### src/rtl/ea_gen.sv
module ea_gen #(
  parameter int AW      = 64,
  parameter int DISP_W  = 12,
  parameter int SHORT_W = 24,
  parameter int MID_W   = 31
) (
  input  logic          clk,
  input  logic          rst_n,
  input  logic          in_valid,
  output logic          in_ready,
  input  logic [AW-1:0] base,
  input  logic [AW-1:0] idx,
  input  logic          idx_vld,
  input  logic [DISP_W-1:0] disp,
  input  logic [1:0]    mode,
  input  logic [AW-1:0] old_dest,
  output logic          out_valid,
  input  logic          out_ready,
  output logic [AW-1:0] out_addr,
  output logic [AW-1:0] out_la,
  output logic          out_err
);
  localparam int HALF = AW / 2;
  localparam logic [AW-1:0] MASK_S = {{(AW-SHORT_W){1'b0}}, {SHORT_W{1'b1}}};
  localparam logic [AW-1:0] MASK_M = {{(AW-MID_W){1'b0}}, {MID_W{1'b1}}};

  logic [AW-1:0] sum, addr, la;
  logic          legal, take;

  assign legal = (mode != 2'b10);
  assign take  = in_valid && in_ready;
  assign in_ready = !out_valid || out_ready;
  assign sum = base + (idx_vld ? idx : '0) + {{(AW-DISP_W){1'b0}}, disp};

  always_comb begin
    case (mode)
      2'b00:   addr = sum & MASK_S;
      2'b01:   addr = sum & MASK_M;
      default: addr = sum;
    endcase
  end

  assign la = (mode == 2'b11) ? addr : {old_dest[AW-1:HALF], addr[HALF-1:0]};

  always_ff @(posedge clk) begin
    if (!rst_n) begin
      out_valid <= 1'b0;
      out_err   <= 1'b0;
      out_addr  <= '0;
      out_la    <= '0;
    end else begin
      out_err <= take && !legal;
      if (take) begin
        out_valid <= legal;
        if (legal) begin
          out_addr <= addr;
          out_la   <= la;
        end
      end else if (out_ready) begin
        out_valid <= 1'b0;
      end
    end
  end
endmodule


### config.mk
export PLATFORM = sky130hd
export DESIGN_NAME = ea_gen
export DESIGN_NICKNAME = d
export VERILOG_FILES = /design/src/rtl/ea_gen.sv
export SDC_FILE = /design/constraint.sdc
export NUM_CORES = 1
export LEC_CHECK = 0
export ABC_CLOCK_PERIOD_IN_PS = 5100
export BUFFER_PORTS_ARGS = -buffer_cell sky130_fd_sc_hd__buf_2
export CAP_MARGIN = 40
export CORE_MARGIN = 2
export CORE_UTILIZATION = 45
export CTS_CLUSTER_DIAMETER = 100
export DETAILED_ROUTE_END_ITERATION = 8
export GPL_TIMING_DRIVEN = 1
export PLACE_DENSITY_LB_ADDON = 0.12
export SETUP_SLACK_MARGIN = 0.02
export SYNTH_ARGS = -nofsm -noshare
export SYNTH_HDL_FRONTEND = slang
export SYNTH_SLANG_ARGS = --single-unit
### constraint.sdc
create_clock -name clk -period 5.1 [get_ports clk]
set_clock_uncertainty 0.2 [all_clocks]
set_input_delay 0.765 -clock clk [delete_from_list [all_inputs] [get_ports clk]]
set_output_delay 0.765 -clock clk [all_outputs]
set_load 0.03 [all_outputs]
=== Word level (Yosys, flattened, before mapping) ===
Cells that the tools add are included.
Widths: inputs -> output; s select.

* Register bits: 130
* Bits in latches: 0
* RAM bits: 0
* Bits in read-only memories: 0
* Bits of input ports: 211
* Output and inout bits: 131
* Memories: 0

* Add/sub/neg operators: 2
* Multiply operators: 0
* Div/mod/pow operators: 0
* Magnitude comparators: 0
* Eq/ne operators: 3
* Shift operators: 0
* Muxes and demuxes: 5
* Bitwise logic cells: 0
* Reductions and logical operators: 8

{| class="wikitable"
|+ Operator list
! kind !! count
|-
| $mux 64 || 2
|-
| $pmux 64 s2 || 1
|-
| $add 64x12->64 || 1
|-
| $add 64x64->64 || 1
|-
| $eq 2x1->1 const B || 1
|-
| $eq 2x2->1 const B || 1
|-
| $logic_and 1x1->1 || 2
|-
| $logic_not 1->1 || 2
|-
| $logic_not 2->1 || 1
|-
| $mux 1 || 2
|-
| $ne 2x2->1 const B || 1
|-
| $reduce_and 2->1 || 1
|-
| $reduce_bool 2->1 || 1
|-
| $logic_or 1x1->1 || 1
|}

=== Depth between registers and ports, before layout ===
Gate-level depths: netlist of run 1.

* Depth in word-level cells: 5
* Gate-level depth with buffers: 17

=== Least setup slack after synthesis of run 1 ===
No wires, ideal clock.

* Path type: in2reg
* Start: in idx_vld
* End: reg out_la[41]
* Library setup time: 0.133 ns
* Arrival time: 4.370 ns
* Required time: 4.767 ns
* Path slack: 0.398 ns
* Cell stages on the path: 16
* Buffers on the path: 2
* Cell sequence: clkbuf_1 -> clkbuf_1 -> and2_1 -> fa_1 -> ha_1 -> fa_1 -> a211oi_1 -> o21ai_1 -> a221oi_1 -> o21a_1 -> o21ai_1 -> a21boi_2 -> o21ai_0 -> a21oi_1 -> xor2_1 -> a21oi_1

* Word-level cells in the longest chain between the ends: 5

{| class="wikitable"
|+ RTL lines
! what !! RTL line !! text
|-
| from (decl) || 13 || <nowiki>input logic idx_vld,</nowiki>
|-
| $mux 64 || 33 || <nowiki>assign sum = base + (idx_vld ? idx : '0) + {{(AW-DISP_W){1'b0}}, disp};</nowiki>
|-
| $add 64x64->64 || 33 ||
|-
| $add 64x12->64 || 33 ||
|-
| $pmux 64 s2 || 36 || <nowiki>case (mode)</nowiki>
|-
| $mux 64 || 43 || <nowiki>assign la = (mode == 2'b11) ? addr : {old_dest[AW-1:HALF], addr[HALF-1:0]};</nowiki>
|-
| to (signal assigned) || 57 || <nowiki>out_la <= la;</nowiki>
|-
| to (decl) || 20 || <nowiki>output logic [AW-1:0] out_la,</nowiki>
|}

Every way passes these cells.
A chain may end at the register's enable or synchronous reset.

=== Worst setup path after layout of run 1 ===
* Start: in idx_vld
* End: reg out_la[49]

The elaborated chain is that of the path after synthesis.

==> results of run 1 <==
==> path summary, 6_finish.rpt <==
| path | depth (start not counted) | endpoint |
|---|---|---|
| min reg2reg | 2 | out_la[52] |
| min | 2 | out_la[52] |
| max | 15 | out_la[49] |
| max reg2reg | 7 | out_addr[60] |
==> routing by layer <==
layer  up-vias  wire length [µm]
li1       4415                 -
met1      4092             13600
met2       341             12700
met3        26              1880
met4         0               456
met5         -                 0
==> where the power goes <==
| part | internal (mW) | switching (mW) |
|---|---|---|
| sequential | 0.829 | 0.0421 |
| combinational | 0.485 | 0.810 |
| clock | 0.351 | 0.365 |
| total | 1.66 | 1.22 |
==> cell type report <==
class / count / area [µm²] / area share (%)
clock buffers: 9 / 225 / 2.11
multi-input cells: 871 / 6170 / 57.9
well taps: 260 / 325 / 3.05
repair buffers: 342 / 1820 / 17.1
flip-flops and latches: 98 / 1960 / 18.4
inverters: 20 / 75.1 / 0.704
clock inverters: 7 / 81.3 / 0.763
==> per-stage QoR <==
stage	instances	hold WS (ns)	worst slack (ns)	util [%]	cell area (µm²)
global placement	1587	0.231	0.218	54.7	10300
floorplan	1086	0.374	0.398	-	8700
finish	1607	0.250	0.528	56.6	10700
CTS	1607	0.251	0.559	56.6	10700
global route	1607	0.270	0.253	56.6	10700
detailed placement	1591	0.240	0.190	55.0	10400
==> registers in the layout, indices dropped and copies added (netlist names) <==
name and flops:
out_addr 64, out_la 32, out_err 1, out_valid 1
==> logic make-up after synthesis <==
logic type      synth area share [%]
simple gates                    18.8
flops                           22.6
xor+xnor                        5.84
fa+ha+maj                       19.2
compound gates                  26.9
buf+inv                         6.60
==> worst reg2reg max path, delay by kind of cell, from the launching register on <==
family / cells / cell delay [ns]
buf+inv: 1 / 0.27
flops: 1 / 0.32
simple gates: 5 / 1.82
compound gates: 1 / 0.15
==> cell usage in the layout, fill, tap and decap left out, drive strengths merged, types with 18 or more instances in the layout <==
cell type	count
o21ai	47
nand2	108
and2	71
ha	113
a21oi	110
nor3	20
dfxtp	98
a21o	39
o21a	18
nor2	72
xor2	25
buf	342
inv	23
o21bai	18
nand4	21
xnor2	33
==> results_dict.tcl, run 1 <==
set metrics [dict create \
    post_synth_main_area_contributors "dfxtp_1 (23%), ha_1 (16%), a21oi_1 (6.3%), and2_1 (5.0%), nand2_1 (4.7%)" \
    critical_path_buffers_and_inverters 1 \
    met2_usage_pct 43.6 \
    antennaDiodeCount 0 \
    timing.critical_path.arrival_ns 4.61 \
    antenna_found_initial 0 \
    num-nets-final 1679 \
    yosysWarningCount 0 \
    worst_setup_hold_path_clk_slew_ns 0.08 \
    max_freq_mhz 219 \
    clock_root_cell "clkbuf_16" \
    synthesis.area_um2 8700 \
    yosysSeqAreaShare_pct 22.6 \
    syn_nets 1423 \
    drtIter0Drc 518 \
    nFillCells 1841 \
    worstReg2RegStart "out_valid" \
    post_cts.repair.setup_buffers 0 \
    worst_skew_pair.late_latency_ns 0.35 \
    yosysTopAreaCell "dfxtp_1" \
    ant_nets 0 \
    grt_overflow 0 \
    synth-async-reset-ratio_pct 0 \
    path_max_fanout 4 \
    maxCapViolCount 0 \
    cp_data_required_time_ns 5.14 \
    worst_pin_slew_ns 0.643 \
    timing.slew.headroom_pct 57.1 \
    top_usage_layer "met2" \
    post_cts_gate_resize_count 0 \
    floorplan.initialDensity_pct 46.2 \
    setup-tns-final_ns 0 \
    layout_min_cycle_time_ns 4.57 \
    global_route_met3_utilization_pct 3.42 \
    synth_top_cell_area_share_pct 22.6 \
    wl_mm 28.7 \
    critPathKind "input pin to register" \
    final_max_slew_viol_count 0 \
    synthMostInstantiatedCell "ha_1" \
    grt_max_degree 58 \
    startpoint_class_of_the_critical_path "input pin" \
    hp-class "register to register" \
    setup.reg_to_reg.worst_slack_ns 2.30 \
    core.rowCount 50 \
    routedWlPerCell_um 17.8 \
    final_min_period_over_clock_period_pct 89.7 \
    dp_hpwl_mm 23.5 \
    post-route-drc-count 0 \
    port-buffer-count 309 \
    startpoint "idx_vld" \
    syn_inst 1086 \
    grt_usage_pct 27.6 \
    slowest_delay_ns 0.46 \
    critical-path-top-delay-family "compound AO/OA/AOI/OAI gates" \
    final_layout_size_suffix_gt1_share_pct 27.9 \
    die_height_um 143 \
    end_kind "register" \
    cts_tree "built" \
    power_leakage_nw 5.37 \
    avgSynthCellArea_um2 8.01 \
    totalPowerFinal_mw 2.88 \
    timing.final.setup_violations 0 \
    run_status "finished clean" \
    slowest_stage "fa_1" \
    grt_pass1_wl_mm 44.2 \
    hold_viol_final 0 \
    synth-main-ff-cell "dfxtp_1" \
    gp_congestion 0.944 \
    fp.dieArea_um2 20500 \
    netlist-cell-type-count 64 \
    synthTopCellsByCount "ha_1 (113), a21oi_1 (109), nand2_1 (108)" \
    ys_seq_elements 98 \
    hold_fix_buffers_cts 0 \
    grtUsageMet1_pct 39.8 \
    detail_route.first_pass.iterations 8 \
    worst_hold_startpoint "out_la[52]" \
    vias 8874 \
    flow.area_growth_from_synthesis_pct 22.6 \
    cts_inserted_buffers 9 \
    unrepaired_setup_endpoints_after_global_routing "no" \
    drt-vias-per-instance 5.52 \
    cts_htree_levels 3 \
    irDropWorstVdd_mv 0.136 \
    die_width_um 143 \
    core_area_um2 18800 \
    design.portCount 342 \
    power_per_cell_area_nw_per_um2 270 \
    crit_path_cell_trace "buf_2 > and2_1 > fa_1 > ha_1 > fa_1 > a211oi_1 > o21ai_1 > a221oi_1 > o21a_1 > o21ai_1 > a21boi_2 > o21bai_1 > a31oi_1 > xor2_1 > a21oi_1" \
    first_global_vias 8152 \
    synth_enable_flop_cells 0 \
    clock_sinks 98 \
    cts.path.max_buffers 2 \
]
Power figures use the tool's default switching activity.
==> run 2: changes to the inputs <==
--- a/config.mk
+++ b/config.mk
@@ -9,7 +9,7 @@
 export BUFFER_PORTS_ARGS = -buffer_cell sky130_fd_sc_hd__buf_2
 export CAP_MARGIN = 40
 export CORE_MARGIN = 2
-export CORE_UTILIZATION = 45
+export CORE_UTILIZATION = 30
 export CTS_CLUSTER_DIAMETER = 100
 export DETAILED_ROUTE_END_ITERATION = 8
 export GPL_TIMING_DRIVEN = 1
==> results_dict.tcl, run 2 (synthesis gave the netlist of run 1 again) <==
set metrics [dict create \
    unrepaired_setup_endpoints_after_global_routing "no" \
    cts_tree "built" \
    fp.dieArea_um2 30400 \
    timing.reg2reg.worst_path_depth 8 \
    post_dp_cell_area_um2 10800 \
    irDropWorstVdd_mv 0.163 \
    vias 8900 \
    hold_viol_final 0 \
    end_kind "register" \
    grt_usage_pct 20.5 \
    final_util_pct 38.8 \
    hold_fix_buffers_cts 0 \
    drtIter0Drc 541 \
    worstSetupPathDepth 18 \
    first_global_vias 8769 \
    cp_data_required_time_ns 5.19 \
    num-nets-final 1715 \
    layout.cells.most_common "buf_2" \
    hold_slack_ns 0.260 \
    critical-path-top-delay-family "compound AO/OA/AOI/OAI gates" \
    path_max_fanout 22 \
    grt_max_degree 56 \
    ff_latch_area_um2 1960 \
    worst_skew_pair.late_latency_ns 0.36 \
    final_layout_size_suffix_gt1_share_pct 29.9 \
    timing.final.setup_violations 0 \
    antenna_found_initial 0 \
    critical_path_buffers_and_inverters 4 \
    power_per_cell_area_nw_per_um2 272 \
    power_leakage_nw 5.55 \
    drt-vias-per-instance 5.04 \
    timing.critical_path.arrival_ns 4.81 \
    detail_route.first_pass.iterations 5 \
    ant_nets 0 \
    hp-class "register to register" \
    numPlacedInstances 1751 \
    die_height_um 174 \
    multi_input_area_um2 6180 \
    cts.path.max_buffers 2 \
    gp_congestion 0.872 \
    clock_sinks 98 \
    die_width_um 174 \
    final_min_period_over_clock_period_pct 92.6 \
    max_freq_mhz 212 \
    largestRegisters "out_addr: 64 flops, out_la: 32 flops" \
    totalPowerFinal_mw 3.03 \
    worst_setup_hold_path_clk_slew_ns 0.08 \
    wl_mm 31.6 \
    clock_root_cell "clkbuf_16" \
    largest_register "out_addr" \
    post-route-drc-count 0 \
    critPathKind "input pin to register" \
    timing.slew.headroom_pct 44.0 \
    nFillCells 3076 \
    worst_pin_slew_ns 0.839 \
    crit_path_cell_trace "clkbuf_4 > and2_1 > fa_1 > ha_1 > fa_1 > a211oi_1 > o21ai_1 > a221oi_1 > o21a_1 > o21ai_1 > a21boi_2 > buf_4 > o21bai_1 > buf_4 > xor2_1 > buf_4 > nor2_1 > nor3_1" \
    core_area_um2 28600 \
    fin_ws_ns 0.378 \
    final_max_slew_viol_count 0 \
    post_cts.repair.setup_buffers 0 \
    routedWlPerCell_um 17.9 \
    cts_htree_levels 3 \
    port-buffer-count 309 \
    layout_min_cycle_time_ns 4.72 \
    antennaDiodeCount 0 \
    maxCapViolCount 0 \
    post_layout_nonfiller_instances 1767 \
    flow.area_growth_from_synthesis_pct 27.8 \
    slowest_stage "fa_1" \
    slowest_delay_ns 0.45 \
    hold_path_cell_cnt 2 \
    cts_inserted_buffers 9 \
    dpl_worst_slack_ns -0.0673 \
    design.portCount 342 \
    largest_register_ffs 64 \
    final_area_um2 11100 \
    dp_hpwl_mm 26.0 \
    run_status "finished clean" \
    core.rowCount 62 \
    critPathMostFrequentCell "buf_4" \
    setup-tns-final_ns 0 \
    floorplan.initialDensity_pct 30.4 \
    startpoint_class_of_the_critical_path "input pin" \
    layout_common_cells "buf_2 (308), ha_1 (113), a21oi_1 (109), nand2_1 (108), dfxtp_1 (98)" \
    grt_overflow 0 \
    grt_pass1_wl_mm 49.2 \
]
==> run 2: cell types whose count changed in the layout (fill, tap and decap cells not counted), sizes merged <==
cell and change:
inv +1, buf +35, clkbuf +1, clkinv -2, bufinv +1
==> run 2: cell type report <==
cell class	count	area share, %
Timing Repair Buffer	378	18.9
Multi-Input combinational cell	871	55.6
Clock inverter	7	0.833
Inverter	20	0.675
Clock buffer	9	2.03
Sequential cell	98	17.7
Tap cell	384	4.32
==> run 2: worst paths after layout <==
check                 end    startpoint  slack (ns)
min          out_addr[39]  out_addr[39]        0.26
min reg2reg  out_addr[39]  out_addr[39]        0.26
max reg2reg    out_la[53]     out_valid        2.29
max            out_la[45]       idx_vld        0.38
==> run 2: power breakdown <==
| part | internal (mW) | leakage (nW) | switching (mW) |
|---|---|---|---|
| sequential | 0.829 | 0.803 | 0.0435 |
| clock | 0.398 | 0.157 | 0.366 |
| combinational | 0.550 | 4.59 | 0.840 |
| total | 1.78 | 5.55 | 1.25 |
==> run 2: worst reg2reg max path: stages, from the launching register on <==
cell and delay (ns):
dfxtp_1 0.33, nand2b_1 0.16, nand2_1 0.29, nor2_4 0.07
buf_4 0.35, nor2_2 0.73, buf_4 0.35, a21oi_1 0.09
a21oi_1 0.16
==> run 2: timing repair <==
action                     in CTS  in global routing
gates resized for setup         0                  2
hold endpoints to repair        0                  0
setup endpoints to repair       0                  2
==> run 2: metal layers <==
layer  vias to the layer above  routed length (µm)  part of all wire [%]  track usage [%]
li1                       4488                   -                     -                -
met1                      4126               15800                    50             29.8
met2                       262               13700                    43             31.6
met3                        24                1600                   5.1             3.13
met4                         0                 541                   1.7             4.73
met5                         -                   0                     0                0
==> run 3: changes to the inputs <==
--- a/config.mk
+++ b/config.mk
@@ -9,7 +9,7 @@
 export BUFFER_PORTS_ARGS = -buffer_cell sky130_fd_sc_hd__buf_2
 export CAP_MARGIN = 40
 export CORE_MARGIN = 2
-export CORE_UTILIZATION = 30
+export CORE_UTILIZATION = 25
 export CTS_CLUSTER_DIAMETER = 100
 export DETAILED_ROUTE_END_ITERATION = 8
 export GPL_TIMING_DRIVEN = 1
==> results_dict.tcl, run 3 (synthesis gave the netlist of run 1 again) <==
set metrics [dict create \
    layout.cells.most_common "buf_2" \
    die_height_um 191 \
    layout_common_cells "buf_2 (309), ha_1 (113), a21oi_1 (109), nand2_1 (108), dfxtp_1 (98)" \
    layout_min_cycle_time_ns 4.65 \
    grt_usage_pct 18.3 \
    startpoint_class_of_the_critical_path "input pin" \
    timing.critical_path.arrival_ns 4.69 \
    wl_mm 33.8 \
    final_area_um2 11000 \
    grt_overflow 0 \
    slowest_stage "fa_1" \
    cts.path.max_buffers 2 \
    fp.dieArea_um2 36300 \
    hold_viol_final 0 \
    clock_sinks 98 \
    hold_fix_buffers_cts 0 \
    pwr-share-comb_pct 46.5 \
    timing.final.setup_violations 0 \
    post_cts_gate_resize_count 0 \
    cts_htree_levels 3 \
    critPathKind "input pin to register" \
    flow.area_growth_from_synthesis_pct 26.6 \
    power_per_cell_area_nw_per_um2 266 \
    final_min_period_over_clock_period_pct 91.2 \
    cp_data_required_time_ns 5.14 \
    irDropWorstVdd_mv 0.147 \
    first_global_vias 8714 \
    gp_congestion 0.894 \
    final_layout_size_suffix_gt1_share_pct 28.8 \
    power_leakage_nw 5.44 \
    detail_route.first_pass.iterations 5 \
    fin_ws_ns 0.449 \
    final_util_pct 32.0 \
    unrepaired_setup_endpoints_after_global_routing "no" \
    largestRegisters "out_addr: 64 flops, out_la: 32 flops" \
    path_max_fanout 13 \
    drt-vias-per-instance 4.89 \
    vias 8903 \
    pint_mw 1.69 \
    psw_mw 1.24 \
    run_status "finished clean" \
    dp_hpwl_mm 27.6 \
    switching_share_pct 42.5 \
    post-route-drc-count 0 \
    timing.slew.headroom_pct 51.6 \
    post_dp_cell_area_um2 10700 \
    p_clk_share_pct 23.7 \
    grt_max_degree 56 \
    worst_setup_hold_path_clk_slew_ns 0.09 \
    largest_register_ffs 64 \
    clock_root_cell "clkbuf_16" \
    port-buffer-count 309 \
    totalPowerFinal_mw 2.93 \
    maxCapViolCount 0 \
    worst_skew_pair.late_latency_ns 0.36 \
    num-nets-final 1696 \
    ant_nets 0 \
    floorplan.initialDensity_pct 25.3 \
    die_width_um 191 \
    largest_register "out_addr" \
    design.portCount 342 \
    antenna_found_initial 2 \
    hp-class "register to register" \
    drtIter0Drc 640 \
    cts_inserted_buffers 9 \
    slowest_delay_ns 0.42 \
    core_area_um2 34400 \
    post_cts.repair.setup_buffers 0 \
    cts_tree "built" \
    grt_pass1_wl_mm 50.8 \
    end_kind "register" \
    max_freq_mhz 215 \
    hold_slack_ns 0.249 \
    worst_pin_slew_ns 0.726 \
    final_max_slew_viol_count 0 \
    crit_path_cell_trace "buf_2 > and2_1 > fa_1 > ha_1 > fa_1 > a211oi_1 > o21ai_1 > a221oi_1 > o21a_1 > o21ai_1 > a21boi_2 > o21ai_0 > a21oi_1 > xor2_1 > o21ai_0" \
    core.rowCount 68 \
    dpl_worst_slack_ns -0.0103 \
    power.sequential.fraction_pct 29.8 \
    routedWlPerCell_um 18.6 \
]
run 3: cell types whose count changed in the layout (fill, tap and decap cells not counted), sizes merged:
| cell | before | now |
|---|---|---|
| inv | 24 | 23 |
| bufinv | 1 | 0 |
| clkbuf | 10 | 9 |
| clkinvlp | 0 | 1 |
| buf | 377 | 359 |
| diode | 0 | 1 |
run 3: critical path: cells and delay by family:
| family | cells | cell delay, ns |
|---|---|---|
| AOI/OAI and AO/OA | 9 | 2.17 |
| adders and majority gates | 3 | 1.07 |
| buffers and inverters | 1 | 0.24 |
| xor gates and xnor gates | 1 | 0.25 |
| and+or+nand+nor | 1 | 0.18 |
run 3: final timing paths:
kind         startpoint  cells past startpoint            to  slack, ns
max reg2reg   out_valid                      8    out_la[53]       2.38
min          out_la[35]                      2    out_la[35]       0.25
max             idx_vld                     15  out_addr[41]       0.45
min reg2reg  out_la[35]                      2    out_la[35]       0.25
run 3: cell type report:
class                           instances  area, µm²
Antenna cell                            1       2.50
Clock buffer                            9        225
Clock inverter                          6       50.0
Fill cell                            3799      23400
Inverter                               20       75.1
Multi-Input combinational cell        871       6170
Sequential cell                        98       1960
Tap cell                              455        569
Timing Repair Buffer                  359       1950
run 3: power groups by stage:
stage / combinational (mW) / clock, mW / sequential [mW]
final: 1.36 / 0.694 / 0.873
after global routing: 1.50 / 0.741 / 0.883
after CTS: 1.38 / 0.715 / 0.875
after detailed placement: 1.37 / 0 / 0.893
after global placement: 1.37 / 0 / 0.892
after floorplan: 0.776 / 0 / 1.01
run 3: layer usage:
layer / GRT usage, % / vias to the layer above / share of wire [%]
met4: 4.65 / 2 / 1.7
met3: 2.37 / 39 / 5.1
li1: - / 4446 / -
met5: 0 / - / 0.038
met2: 28.1 / 284 / 43
met1: 26.8 / 4132 / 50
run 3: per-stage QoR:
step | setup TNS [ns] | std cells
global placement | 0 | 1801
floorplan | 0 | 1086
detailed placement | -0.0103 | 1803
global route | 0 | 1818
finish | 0 | 1819
CTS | 0 | 1818
